File: src/rtl/swl_pkg.sv
package swl_pkg;
  typedef enum logic [1:0] {
    ST_IDLE  = 2'd0,
    ST_LEAD  = 2'd1,
    ST_SHIFT = 2'd2,
    ST_TAIL  = 2'd3
  } swl_state_t;
endpackage

File: src/rtl/swl_tick_gen.sv
module swl_tick_gen #(
  parameter int HALF_DIV = 4
) (
  input  logic clk,
  input  logic rst,
  input  logic restart,
  input  logic run,
  output logic tick
);
  localparam int CNT_W = (HALF_DIV > 1) ? $clog2(HALF_DIV) : 1;
  localparam logic [CNT_W-1:0] CNT_MAX = CNT_W'(HALF_DIV - 1);

  logic [CNT_W-1:0] cnt;

  always_ff @(posedge clk) begin
    if (rst || restart) begin
      cnt <= '0;
    end else if (run) begin
      cnt <= (cnt == CNT_MAX) ? '0 : cnt + 1'b1;
    end
  end

  assign tick = run && (cnt == CNT_MAX);

  // the counter never passes the half-period limit
  a_r10_cnt_bound: assert property (@(posedge clk) disable iff (rst)
    cnt <= CNT_MAX);
endmodule

File: src/rtl/swl_word_pack.sv
module swl_word_pack #(
  parameter int DIV_W  = 14,
  parameter int BAND_W = 2,
  localparam int WORD_W = DIV_W + 2 + BAND_W
) (
  input  logic [DIV_W-1:0]  divider,
  input  logic              pump_hi,
  input  logic              norm,
  input  logic [BAND_W-1:0] band,
  output logic [WORD_W-1:0] line_word
);
  logic [WORD_W-1:0] logical_word;

  assign logical_word = {band, norm, pump_hi, divider};

  for (genvar g = 0; g < WORD_W; g++) begin : g_inv
    assign line_word[g] = ~logical_word[g];
  end
endmodule

File: src/rtl/swl_shifter.sv
module swl_shifter
  import swl_pkg::*;
#(
  parameter int WORD_W = 18,
  localparam int IDX_W = $clog2(WORD_W)
) (
  input  logic              clk,
  input  logic              rst,
  input  logic              start,
  input  logic [WORD_W-1:0] line_word,
  input  logic              tick,
  output logic              load,
  output logic              ser_clk,
  output logic              ser_en,
  output logic              ser_data,
  output logic              busy,
  output logic              done
);
  localparam logic [IDX_W-1:0] LAST_IDX = IDX_W'(WORD_W - 1);

  swl_state_t        state;
  logic [WORD_W-1:0] shreg;
  logic [IDX_W-1:0]  idx;

  assign load = start && (state == ST_IDLE);

  always_ff @(posedge clk) begin
    if (rst) begin
      state    <= ST_IDLE;
      shreg    <= '0;
      idx      <= '0;
      ser_clk  <= 1'b0;
      ser_en   <= 1'b0;
      ser_data <= 1'b1;
      busy     <= 1'b0;
      done     <= 1'b0;
    end else begin
      done <= 1'b0;
      unique case (state)
        ST_IDLE: begin
          if (load) begin
            state  <= ST_LEAD;
            shreg  <= line_word;
            idx    <= '0;
            ser_en <= 1'b1;
            busy   <= 1'b1;
          end
        end
        ST_LEAD: begin
          if (tick) begin
            state    <= ST_SHIFT;
            ser_clk  <= 1'b1;
            ser_data <= shreg[0];
            shreg    <= shreg >> 1;
          end
        end
        ST_SHIFT: begin
          if (tick) begin
            if (ser_clk) begin
              ser_clk <= 1'b0;
              if (idx == LAST_IDX) state <= ST_TAIL;
            end else begin
              ser_clk  <= 1'b1;
              ser_data <= shreg[0];
              shreg    <= shreg >> 1;
              idx      <= idx + 1'b1;
            end
          end
        end
        ST_TAIL: begin
          if (tick) begin
            state    <= ST_IDLE;
            ser_en   <= 1'b0;
            ser_data <= 1'b1;
            busy     <= 1'b0;
            done     <= 1'b1;
          end
        end
        default: state <= ST_IDLE;
      endcase
    end
  end

  // serial clock only inside enable
  a_r5_clk_in_enable: assert property (@(posedge clk) disable iff (rst)
    ser_clk |-> ser_en);
  // data holds over the whole high phase
  a_r6_data_held_high: assert property (@(posedge clk) disable iff (rst)
    (ser_clk && $past(ser_clk)) |-> $stable(ser_data));
  // busy covers enable
  a_r8_busy_covers_en: assert property (@(posedge clk) disable iff (rst)
    ser_en |-> busy);
  // a request while busy does not reload the shifter
  a_r8_no_reload: assert property (@(posedge clk) disable iff (rst)
    (busy && start && state != ST_TAIL) |=> busy);
  // done is a single-cycle pulse with enable already low
  a_r9_done_pulse: assert property (@(posedge clk) disable iff (rst)
    done |=> !done);
  a_r9_done_idle: assert property (@(posedge clk) disable iff (rst)
    done |-> (!ser_en && !busy));
  // bit index stays inside the word
  a_r4_idx_bound: assert property (@(posedge clk) disable iff (rst)
    idx <= LAST_IDX);
endmodule

File: src/rtl/serial_word_loader.sv
module serial_word_loader #(
  parameter int DIV_W    = 14,
  parameter int BAND_W   = 2,
  parameter int HALF_DIV = 4
) (
  input  logic              clk,
  input  logic              rst,
  input  logic              start_i,
  input  logic [DIV_W-1:0]  divider_i,
  input  logic              pump_hi_i,
  input  logic              norm_i,
  input  logic [BAND_W-1:0] band_i,
  output logic              ser_clk_o,
  output logic              ser_en_o,
  output logic              ser_data_o,
  output logic              busy_o,
  output logic              done_o
);
  localparam int WORD_W = DIV_W + 2 + BAND_W;

  logic [WORD_W-1:0] line_word;
  logic              tick;
  logic              load;

  swl_word_pack #(.DIV_W(DIV_W), .BAND_W(BAND_W)) u_pack (
    .divider   (divider_i),
    .pump_hi   (pump_hi_i),
    .norm      (norm_i),
    .band      (band_i),
    .line_word (line_word)
  );

  swl_tick_gen #(.HALF_DIV(HALF_DIV)) u_tick (
    .clk     (clk),
    .rst     (rst),
    .restart (load),
    .run     (busy_o),
    .tick    (tick)
  );

  swl_shifter #(.WORD_W(WORD_W)) u_shift (
    .clk       (clk),
    .rst       (rst),
    .start     (start_i),
    .line_word (line_word),
    .tick      (tick),
    .load      (load),
    .ser_clk   (ser_clk_o),
    .ser_en    (ser_en_o),
    .ser_data  (ser_data_o),
    .busy      (busy_o),
    .done      (done_o)
  );

  // idle line state whenever no transfer is running
  a_r11_idle_lines: assert property (@(posedge clk) disable iff (rst)
    !busy_o |-> (!ser_clk_o && !ser_en_o && ser_data_o));
endmodule

File: config.mk
export PLATFORM = sky130hd
export DESIGN_NAME = serial_word_loader
export DESIGN_NICKNAME = d
export VERILOG_FILES = /design/src/rtl/swl_pkg.sv /design/src/rtl/swl_tick_gen.sv /design/src/rtl/swl_word_pack.sv /design/src/rtl/swl_shifter.sv /design/src/rtl/serial_word_loader.sv
export SDC_FILE = /design/constraint.sdc
export NUM_CORES = 1
export LEC_CHECK = 0
export CAP_MARGIN = 20
export CORE_MARGIN = 5
export CORE_UTILIZATION = 52
export CTS_CLUSTER_SIZE = 10
export DETAILED_ROUTE_END_ITERATION = 10
export PLACE_DENSITY = 0.78
export SYNTH_ARGS = -nofsm -noshare
export SYNTH_HDL_FRONTEND = slang
export SYNTH_SLANG_ARGS = --single-unit
export TNS_END_PERCENT = 100
File: constraint.sdc
create_clock -name clk -period 2.5 [get_ports clk]
set_clock_uncertainty 0.05 [all_clocks]
set_input_delay 0.25 -clock clk [delete_from_list [all_inputs] [get_ports clk]]
set_output_delay 0.25 -clock clk [all_outputs]
set_load 0.05 [all_outputs]
==> results.json <==
{
  "grt_start_max_net_pins": 37,
  "seqPwrFrac_pct": 36.7,
  "rsz0062_at_grt": "no",
  "synth-seq-cells": 31,
  "synth-seq-area-share_pct": 39.2,
  "grt.total_usage_pct": 17.4,
  "gp_congestion": 0.787,
  "grt_busiest_layer": "met2",
  "synth.distinct_cells": 30,
  "overflow": 0,
  "yosys_warnings": 0,
  "endpoint_kind": "flip-flop",
  "power_density_nw_per_um2": 1050,
  "utilization_pct": 63.4,
  "avgViaCountPerCell": 5.42,
  "htreeDepth": 2,
  "dr.pass1.iters": 4,
  "synth_area_leaders": "dfxtp_1 39%, mux2i_1 12%, ha_1 7.9%",
  "post-route-period-util_pct": 82.0,
  "status": "finished, final reports clean",
  "crit_family": "simple AND/OR/NAND/NOR gates",
  "final_antenna_net_count": 0,
  "cts_hold_buf": 0,
  "cp-start-kind": "flip-flop",
  "path_buf_inv": 2,
  "layout_common_cells": "31 x dfxtp_1, 28 x nor2_1, 25 x clkdlybuf4s50_1, 24 x nand2_1, 21 x o21ai_0",
  "die_width_um": 65.2,
  "path_depth": 7,
  "setup.worst_path.end": "u_shift.shreg[0]$_SDFFE_PP0P_",
  "wire_per_inst_um": 13.3,
  "syn_nets": 214,
  "drtIter0Drc": 57,
  "tightest_slew_ns": 0.581,
  "yosysTopAreaCellShare_pct": 39.2,
  "fin_nets": 239,
  "r2r_slack_ns": 0.45,
  "cp_slowest_cell": "dfxtp_1",
  "synth_top_area_cell": "dfxtp_1",
  "drv_cap": 0,
  "final.setup.tns_ns": 0,
  "vias": 1312,
  "clock_path_buffers": 2,
  "fin_cells": 242,
  "cts_tree": "done",
  "final_common_cell": "dfxtp_1",
  "combPwrFrac_pct": 49.3,
  "fmax_ghz": 0.488,
  "synthCells": 183,
  "cts-root-buf": "clkbuf_4",
  "grt_first_pass_wirelength_mm": 5.69,
  "antenna_cells": 0,
  "power_leakage_nw": 0.779,
  "crit_type": "reg2reg",
  "drc": 0,
  "fin_area_sq_um": 1890,
  "antenna_found_initial": 0,
  "cp.arrival_ns": 2.22,
  "irDropWorstVdd_mv": 0.639,
  "slew_headroom_pct": 60.8,
  "post-place-cells": 234,
  "dpl.hpwl_mm": 2.35,
  "pre_cts_ws_ns": 0.477,
  "crit_start": "u_shift.state[1]$_SDFFE_PP0P_",
  "r2r_start": "u_shift.state[1]$_SDFFE_PP0P_",
  "cts.repair.resized": 0,
  "cts_made_buffers": 5,
  "p_sw_mw": 0.813,
  "maxSlewViolCount": 0,
  "timing.critical_path.required_ns": 2.67,
  "clkTransAtPathRegs_ns": 0.10,
  "place_area_sq_um": 1840,
  "worst_slack_ns": 0.449,
  "switching_share_pct": 41.0,
  "wirelength_mm": 3.21,
  "slowest_delay_ns": 0.45,
  "port_buffers": 25,
  "cp_cell_sequence": "inv_1 -> ha_1 -> nor2b_1 -> nor4b_4 -> buf_4 -> mux2i_1 -> nor2_1",
  "clock_latency_ns": 0.33,
  "start_util_pct": 53.2,
  "finalCriticalPeriod_ns": 2.05,
  "reg2reg_depth": 7,
  "die_area_sq_um": 4250,
  "power_frac_clock_pct": 14.1,
  "cts.sinks": 31,
  "area_growth_pct": 19.2,
  "grtUsageMet3_pct": 7.01,
  "core-area_sq_um": 2980,
  "cts_setup_buffers": 0,
  "intPower_mw": 1.17,
  "syn_area_per_cell_sq_um": 8.65,
  "syn_area_sq_um": 1580,
  "grtUsageMet1_pct": 20.1,
  "min_path_type": "reg2reg",
  "cp_max_fo": 18,
  "final-setup-viol-count": 0,
  "io_pins": 26,
  "timing_hold_violations_final": 0,
  "timing.rr.end": "u_shift.shreg[0]$_SDFFE_PP0P_",
  "num_rows": 20,
  "die_h_um": 65.2,
  "grt_pass1_vias": 1310,
  "met2_usage_pct": 27.8,
  "drive_above_1_share_pct": 6.70
}
[cells in the mapped netlist]
cell type,number
a2bb2oi_1,1
mux2_2,3
buf_6,1
clkbuf_1,6
a21oi_1,7
nand4bb_1,1
o21ai_0,21
dfxtp_1,31
nand2b_1,1
or3_1,2
inv_1,5
ha_1,10
xor2_1,2
nand2_1,24
nor3b_1,1
nor2_1,28
nand3_1,2
o21ai_2,1
nor4b_2,1
a31oi_1,1
and4b_1,1
mux2i_1,19
o31ai_1,1
a211oi_1,2
o211ai_1,2
and2b_1,1
buf_4,2
and3_1,4
nor2b_1,1
buf_12,1
[layer usage]
layer | share of wire, % | vias up
li1 | - | 669
met1 | 46 | 607
met2 | 48 | 27
met3 | 4.5 | 9
met4 | 2.0 | 0
met5 | 0 | -
[power by group through the flow]
stage,logic [mW],registers [mW],clock network [mW]
floorplan,0.813,0.740,0
global placement,0.937,0.724,0
detailed placement,0.973,0.737,0
CTS,0.977,0.727,0.292
global route,1.10,0.747,0.321
finish,0.977,0.727,0.279
[tightest hold or removal path: cells and delay by family (launching register included)]
family / cells / cell delay [ns]
mux: 1 / 0.07
flops: 1 / 0.34
simple gates: 1 / 0.07
[layout make-up]
type	count	area, sq um
clock buffers	7	45.0
clock inverters	1	5.00
fillers	251	1090
inverters	5	18.8
multi-input cells	137	883
flip-flops and latches	31	621
well taps	33	41.3
repair buffers	28	273
[through the flow]
step	hold slack, ns	power [mW]
after floorplan	0.273	1.55
after global placement	0.420	1.66
after detailed placement	0.432	1.71
after CTS	0.457	1.99
after global routing	0.476	2.16
final	0.458	1.98
[worst min-delay path by stage]
stage	startpoint	to	slack, ns	cells after the start
floorplan	rst	u_shift.state[0]$_SDFFE_PP0P_	0.27	1
global placement	u_shift.idx[4]$_SDFFE_PP0P_	u_shift.idx[4]$_SDFFE_PP0P_	0.42	2
detailed placement	u_shift.shreg[9]$_SDFFE_PP0P_	u_shift.shreg[9]$_SDFFE_PP0P_	0.43	2
CTS	u_shift.shreg[8]$_SDFFE_PP0P_	u_shift.shreg[8]$_SDFFE_PP0P_	0.46	2
global route	u_shift.idx[3]$_SDFFE_PP0P_	u_shift.idx[3]$_SDFFE_PP0P_	0.48	2
finish	u_shift.shreg[9]$_SDFFE_PP0P_	u_shift.shreg[9]$_SDFFE_PP0P_	0.46	2
[registers in the layout, indices dropped and copies added (netlist names)]
register          cells
u_shift.done          1
u_shift.ser_data      1
u_shift.idx           5
u_shift.ser_clk       1
u_shift.busy          1
u_tick.cnt            2
u_shift.shreg        18
u_shift.state         2
[kinds of logic after synthesis]
kind of cell,Yosys count,synth area share [%]
buf+inv,15,5.53
compound gates,36,12.7
xor+xnor,2,1.11
flops,31,39.2
simple gates,67,19.4
fa+ha+maj,10,7.91
mux,22,14.1
No activity file was read; power rests on OpenSTA's default activity.
